===== src/rtl/sic_pkg.sv =====
package sic_pkg;
  localparam int unsigned POS_SEL    = 0;
  localparam int unsigned POS_CLKSRC = 3;
  localparam int unsigned POS_DIRECT = 4;
  localparam int unsigned POS_FILT   = 5;
  localparam int unsigned POS_SYNC   = 6;
  localparam int unsigned POS_INV    = 8;
  localparam int unsigned POS_SLOW   = 9;
  localparam int unsigned POS_MODE   = 10;
  localparam int unsigned POS_LVL    = 15;

  typedef enum logic [1:0] {
    EDGE_OFF  = 2'd0,
    EDGE_RISE = 2'd1,
    EDGE_FALL = 2'd2,
    EDGE_BOTH = 2'd3
  } edge_mode_e;
endpackage


===== src/rtl/sic_src_sel.sv =====
module sic_src_sel #(
  parameter int unsigned N_EXT = 7,
  parameter int unsigned SEL_W = 3
) (
  input  logic [N_EXT-1:0] ext_i,
  input  logic [SEL_W-1:0] sel_i,
  input  logic             inv_i,
  output logic             line_o
);
  localparam int unsigned N_SLOT = 2 ** SEL_W;

  // codes past the last external line read as constant one
  logic [N_SLOT-1:0] slots;
  generate
    if (N_SLOT > N_EXT) begin : g_pad
      assign slots = {{(N_SLOT - N_EXT){1'b1}}, ext_i};
    end else begin : g_nopad
      assign slots = ext_i[N_SLOT-1:0];
    end
  endgenerate

  assign line_o = slots[sel_i] ^ inv_i;
endmodule


===== src/rtl/sic_sync.sv =====
module sic_sync #(
  parameter int unsigned STAGES = 2
) (
  input  logic clk_i,
  input  logic rst_ni,
  input  logic d_i,
  output logic q_o
);
  logic [STAGES-1:0] chain;

  generate
    for (genvar i = 0; i < STAGES; i++) begin : g_stage
      always_ff @(posedge clk_i or negedge rst_ni) begin
        if (!rst_ni)     chain[i] <= 1'b0;
        else if (i == 0) chain[i] <= d_i;
        else             chain[i] <= chain[(i == 0) ? 0 : i-1];
      end
    end
  endgenerate

  assign q_o = chain[STAGES-1];
endmodule


===== src/rtl/sic_filter.sv =====
module sic_filter #(
  parameter int unsigned WIN = 3
) (
  input  logic clk_i,
  input  logic rst_ni,
  input  logic stb_i,
  input  logic d_i,
  output logic q_o
);
  logic [WIN-1:0] win_q;
  logic [WIN-1:0] win_nxt;

  assign win_nxt = {win_q[WIN-2:0], d_i};

  always_ff @(posedge clk_i or negedge rst_ni) begin
    if (!rst_ni) begin
      win_q <= '0;
      q_o   <= 1'b0;
    end else if (stb_i) begin
      win_q <= win_nxt;
      // output moves only on a unanimous window
      if (&win_nxt)       q_o <= 1'b1;
      else if (~|win_nxt) q_o <= 1'b0;
    end
  end
endmodule


===== src/rtl/sic_edge.sv =====
module sic_edge
  import sic_pkg::*;
(
  input  logic       clk_i,
  input  logic       rst_ni,
  input  edge_mode_e mode_i,
  input  logic       d_i,
  output logic       trig_o
);
  logic prev_q;
  logic rise, fall;

  assign rise = d_i & ~prev_q;
  assign fall = ~d_i & prev_q;

  always_ff @(posedge clk_i or negedge rst_ni) begin
    if (!rst_ni) begin
      prev_q <= 1'b0;
      trig_o <= 1'b0;
    end else begin
      prev_q <= d_i;
      unique case (mode_i)
        EDGE_RISE: trig_o <= rise;
        EDGE_FALL: trig_o <= fall;
        EDGE_BOTH: trig_o <= rise | fall;
        default:   trig_o <= 1'b0;
      endcase
    end
  end
endmodule


===== src/rtl/sic_stage.sv =====
module sic_stage
  import sic_pkg::*;
#(
  parameter int unsigned N_EXT       = 7,
  parameter int unsigned SEL_W       = 3,
  parameter int unsigned SYNC_STAGES = 2,
  parameter int unsigned FILT_WIN    = 3,
  parameter int unsigned CTRL_W      = 32
) (
  input  logic              clk_i,
  input  logic              rst_ni,
  input  logic              ctrl_we_i,
  input  logic [CTRL_W-1:0] ctrl_wdata_i,
  output logic [CTRL_W-1:0] ctrl_o,
  input  logic [N_EXT-1:0]  ext_i,
  input  logic              div_stb_i,
  input  logic              pre_data_i,
  input  logic              pre_clk_i,
  output logic              level_o,
  output logic              trig_o,
  output logic              shift_data_o,
  output logic              shift_clk_o
);
  localparam logic [CTRL_W-1:0] SEL_MASK = CTRL_W'((2 ** SEL_W) - 1) << POS_SEL;
  localparam logic [CTRL_W-1:0] WR_MASK  = SEL_MASK
    | (CTRL_W'(1) << POS_CLKSRC) | (CTRL_W'(1) << POS_DIRECT)
    | (CTRL_W'(1) << POS_FILT)   | (CTRL_W'(1) << POS_SYNC)
    | (CTRL_W'(1) << POS_INV)    | (CTRL_W'(1) << POS_SLOW)
    | (CTRL_W'(3) << POS_MODE);

  logic [CTRL_W-1:0] ctrl_q;
  logic sel_line, sync_line, pre_filt, filt_line, cond, filt_stb;

  always_ff @(posedge clk_i or negedge rst_ni) begin
    if (!rst_ni)        ctrl_q <= '0;
    else if (ctrl_we_i) ctrl_q <= ctrl_wdata_i & WR_MASK;
  end

  sic_src_sel #(.N_EXT(N_EXT), .SEL_W(SEL_W)) u_sel (
    .ext_i  (ext_i),
    .sel_i  (ctrl_q[POS_SEL +: SEL_W]),
    .inv_i  (ctrl_q[POS_INV]),
    .line_o (sel_line)
  );

  sic_sync #(.STAGES(SYNC_STAGES)) u_sync (
    .clk_i  (clk_i),
    .rst_ni (rst_ni),
    .d_i    (sel_line),
    .q_o    (sync_line)
  );

  assign pre_filt = ctrl_q[POS_SYNC] ? sync_line : sel_line;
  assign filt_stb = ctrl_q[POS_SLOW] ? div_stb_i : 1'b1;

  sic_filter #(.WIN(FILT_WIN)) u_filt (
    .clk_i  (clk_i),
    .rst_ni (rst_ni),
    .stb_i  (filt_stb),
    .d_i    (pre_filt),
    .q_o    (filt_line)
  );

  assign cond = ctrl_q[POS_FILT] ? filt_line : pre_filt;

  sic_edge u_edge (
    .clk_i  (clk_i),
    .rst_ni (rst_ni),
    .mode_i (edge_mode_e'(ctrl_q[POS_MODE +: 2])),
    .d_i    (cond),
    .trig_o (trig_o)
  );

  assign level_o      = cond;
  assign shift_data_o = ctrl_q[POS_DIRECT] ? cond : pre_data_i;
  assign shift_clk_o  = ctrl_q[POS_CLKSRC] ? cond : pre_clk_i;
  assign ctrl_o       = ctrl_q | (CTRL_W'(cond) << POS_LVL);
endmodule


===== config.mk =====
export PLATFORM = sky130hd
export DESIGN_NAME = sic_stage
export DESIGN_NICKNAME = d
export VERILOG_FILES = /design/src/rtl/sic_pkg.sv /design/src/rtl/sic_src_sel.sv /design/src/rtl/sic_sync.sv /design/src/rtl/sic_filter.sv /design/src/rtl/sic_edge.sv /design/src/rtl/sic_stage.sv
export SDC_FILE = /design/constraint.sdc
export NUM_CORES = 1
export LEC_CHECK = 0
export BUFFER_PORTS_ARGS = -buffer_cell sky130_fd_sc_hd__buf_2
export CAP_MARGIN = 20
export CELL_PAD_IN_SITES_DETAIL_PLACEMENT = 2
export CELL_PAD_IN_SITES_GLOBAL_PLACEMENT = 2
export CORE_ASPECT_RATIO = 0.7
export CORE_MARGIN = 3
export CORE_UTILIZATION = 19
export CTS_CLUSTER_SIZE = 24
export DETAILED_ROUTE_END_ITERATION = 7
export PLACE_DENSITY = 0.81
export SETUP_SLACK_MARGIN = 0.05
export SYNTH_ARGS = -nofsm -noshare
export SYNTH_HDL_FRONTEND = slang
export SYNTH_HIERARCHICAL = 1
export SYNTH_SLANG_ARGS = --single-unit

===== constraint.sdc =====
create_clock -name clk_i -period 2.3 [get_ports clk_i]
set_input_delay 0.46 -clock clk_i [delete_from_list [all_inputs] [get_ports clk_i]]
set_output_delay 0.46 -clock clk_i [all_outputs]
set_load 0.005 [all_outputs]

==> impl_metrics.tcl <==
set metrics [dict create \
    diodes 0 \
    seqPwrFrac_pct 42.4 \
    drive_gt1_share_pct 53.4 \
    cts_max_path_buffers 2 \
    fp-row-count 21 \
    synth_compound_gate_area_share_pct 5.62 \
    cp-end-kind "primary output" \
    max_freq_mhz 398 \
    final_max_slew_viol_count 0 \
    drv_cap 0 \
    yosys.area_share.simple_pct 8.13 \
    power_uw 1050 \
    ant_nets 0 \
    ir_drop_uv 216 \
    switchingPower_uw 329 \
    power.internal_uw 723 \
    synthXorXnorAreaFrac_pct 0.837 \
    htreeDepth 1 \
    use_met3_pct 2.09 \
    root_buffer "clkbuf_8" \
    syn_to_final_growth_pct 30.7 \
    nFillCells 579 \
    status "complete, but fails checks" \
    p_leak_uw 0.000672 \
    r2r_setup_slack_ns -0.14 \
    max_stage_delay_ns 0.55 \
    yosysSeqAreaShare_pct 43.1 \
    antenna_found_initial 0 \
    gr-usage-met2_pct 14.3 \
    holdBufCountCts 0 \
    dieArea_sq_um 6450 \
    layout_setup_ws_ns -0.212 \
    syn_inst 88 \
    r2r_cells 11 \
    critical_path_buf_inv_count 1 \
    wl_mm 2.50 \
    path_class "reg -> out" \
    critical_path.top_delay_family "multiplexers" \
    pin_count 81 \
    grt-busiest-layer "met2" \
    grt_max_degree 19 \
    place_congestion 0.643 \
    grt-ovfl-total 0 \
    yosys_warnings 6 \
    hold_viol 0 \
    final_util_pct 27.1 \
    cp_cell_sequence "mux4_2 > mux2i_4 > xnor2_2 > mux2i_4 > o311ai_2 > buf_2" \
    combPwrFrac_pct 32.9 \
    synth-adder-area-share_pct 2.39 \
    setup_viol_count_final 5 \
    critical_path.reg2reg.endpoint "u_edge/trig_o" \
    insertion_delay_ns 0.25 \
    numCtsBuffers 3 \
    place_hpwl_mm 2.01 \
    port_buffers 39 \
    first_iter_violations 13 \
    synth_top_area_cell "dfrtp_1" \
    required_ns 1.84 \
    rsz0062_at_grt "yes" \
    cp.arrival_ns 2.05 \
    use_met1_pct 10.1 \
    r2r-start "ctrl_q[2]" \
    pwr-share-clk_pct 24.7 \
    slowest_stage "mux4_2" \
    wl_per_cell_um 12.5 \
    hold_class "in -> async" \
    clkSinkCount 18 \
    track_usage_pct 8.33 \
    grt_pass1_wl_mm 4.11 \
    startpoint "ctrl_q[2]" \
    synth_mux_area_share_pct 21.3 \
    yosysUniqueCellTypes 24 \
    critPathMaxFanout 4 \
    grt_pass1_vias 814 \
    cellPowerDensity_nw_per_um2 769 \
    die_y_um 68.1 \
    post_drt_via_cell_ratio 3.65 \
    violations "setup timing" \
    syn_area_sq_um 1050 \
    timing.final.crit_share_pct 109 \
    crit_path_start_kind "flip-flop" \
    synth_top_area_share_pct 43.1 \
    fin_nets 179 \
    final.min_clock_period_ns 2.51 \
    syn_avg_cell_area_sq_um 11.9 \
    synth_area_leaders "dfrtp_1 43%, buf_4 15%, mux2_4 8.6%, mux2_2 4.3%, mux2i_1 3.8%" \
    core_sq_um 5040 \
    initial_core_util_pct 20.7 \
    vias 729 \
    ys_ff_latch 18 \
    clkTransAtPathRegs_ns 0.07 \
    swShare_pct 31.2 \
    dpl_cell_area_sq_um 1240 \
    pre_cts_slack_ns -0.273 \
    firstDrtPassIters 3 \
    die_w_um 94.7 \
    fin_skew_ns 0.00111 \
    synth_top_family_by_area "multiplexers" \
    fin_area_sq_um 1370 \
    stdcell_count 200 \
    crit_top_cell "mux2i_4" \
    drcViolationCount 0 \
    dpl.cell_count 194 \
    cts_tree "done" \
]
[cell type report]
class | count | area, sq um | share of cell area (%)
clock buffer | 4 | 55.1 | 4.03
inverter | 6 | 25.0 | 1.83
multi-input combinational | 61 | 533 | 39.0
sequential | 18 | 450 | 32.9
tap | 69 | 86.3 | 6.31
timing repair buffer | 42 | 218 | 15.9
[cells by family after synthesis]
group                      Yosys count
xor gates and xnor gates             1
adders and majority gates            2
and+or+nand+nor                     14
AOI/OAI and AO/OA                    7
buffers and inverters               28
other                                1
muxes                               17
DFF                                 18
[layer usage]
metal,share of wire [%],wire (um)
met1,43,1090
met3,6.4,160
met4,0,0
met2,50,1250
met5,0,0
[state kept, by name, indices dropped and copies added (netlist names)]
signal / flops
u_sync/q_o: 1
u_edge/prev_q: 1
u_edge/trig_o: 1
u_filt/q_o: 1
u_filt/win_q: 2
u_sync/chain: 1
ctrl_q: 11
[Yosys cell counts]
cell type and instances:
o21ai_1 2, nand2_1 3, nor2_1 2, ha_1 2, buf_6 1, a31oi_1 1, mux2_4 6, nor4b_2 1
nor2b_1 2, nand3_1 2, o311ai_2 2, mux4_2 1, inv_1 6, conb_1 1, mux2i_2 1, mux2_2 4
buf_4 21, o21ai_0 2, xnor2_1 1, nand2b_1 3, mux2i_1 4, nor3_2 1, dfrtp_1 18, mux2_1 1
[worst max-delay path by stage]
stage,slack (ns),endpoint,cells past startpoint
detailed placement,-0.27,u_edge/trig_o,11
global route,-0.35,shift_clk_o,6
floorplan,-0.007,u_edge/trig_o,10
CTS,-0.32,ctrl_o[15],6
global placement,-0.24,u_edge/trig_o,11
finish,-0.21,shift_clk_o,6
[what timing repair did]
item	in CTS	in global routing
gates resized for setup	4	6
setup endpoints to repair	5	7
pin swaps	3	3
endpoints found under the hold margin	0	0
buffers inserted	1	1
[cell usage in the layout, fill, tap and decap left out, drive strengths merged, types with 2 or more instances in the layout]
cell type	synthesis	layout
inv	6	6
conb	1	20
nand2	3	3
o311ai	2	2
buf	22	42
mux2	11	11
nand3	2	2
nor2	2	2
mux2i	5	5
clkbuf	0	4
nand2b	3	3
dfrtp	18	18
nor2b	2	2
ha	2	2
o21ai	4	4
[power groups by stage]
stage | combinational, uW | clock (uW) | sequential, uW
finish | 346 | 260 | 445
global route | 386 | 292 | 460
CTS | 309 | 274 | 443
detailed placement | 281 | 0 | 445
global placement | 268 | 0 | 440
floorplan | 204 | 0 | 434
[through the flow]
| step | hold slack [ns] | TNS, ns |
|---|---|---|
| 6_report | 0.134 | -0.968 |
| 2_1_floorplan | 0.164 | -0.00716 |
| 5_1_grt | 0.152 | -1.60 |
| 3_3_place_gp | 0.333 | -0.893 |
| 4_1_cts | 0.144 | -1.40 |
| 3_5_place_dp | 0.343 | -1.08 |
(Power assumes the default switching activity.)
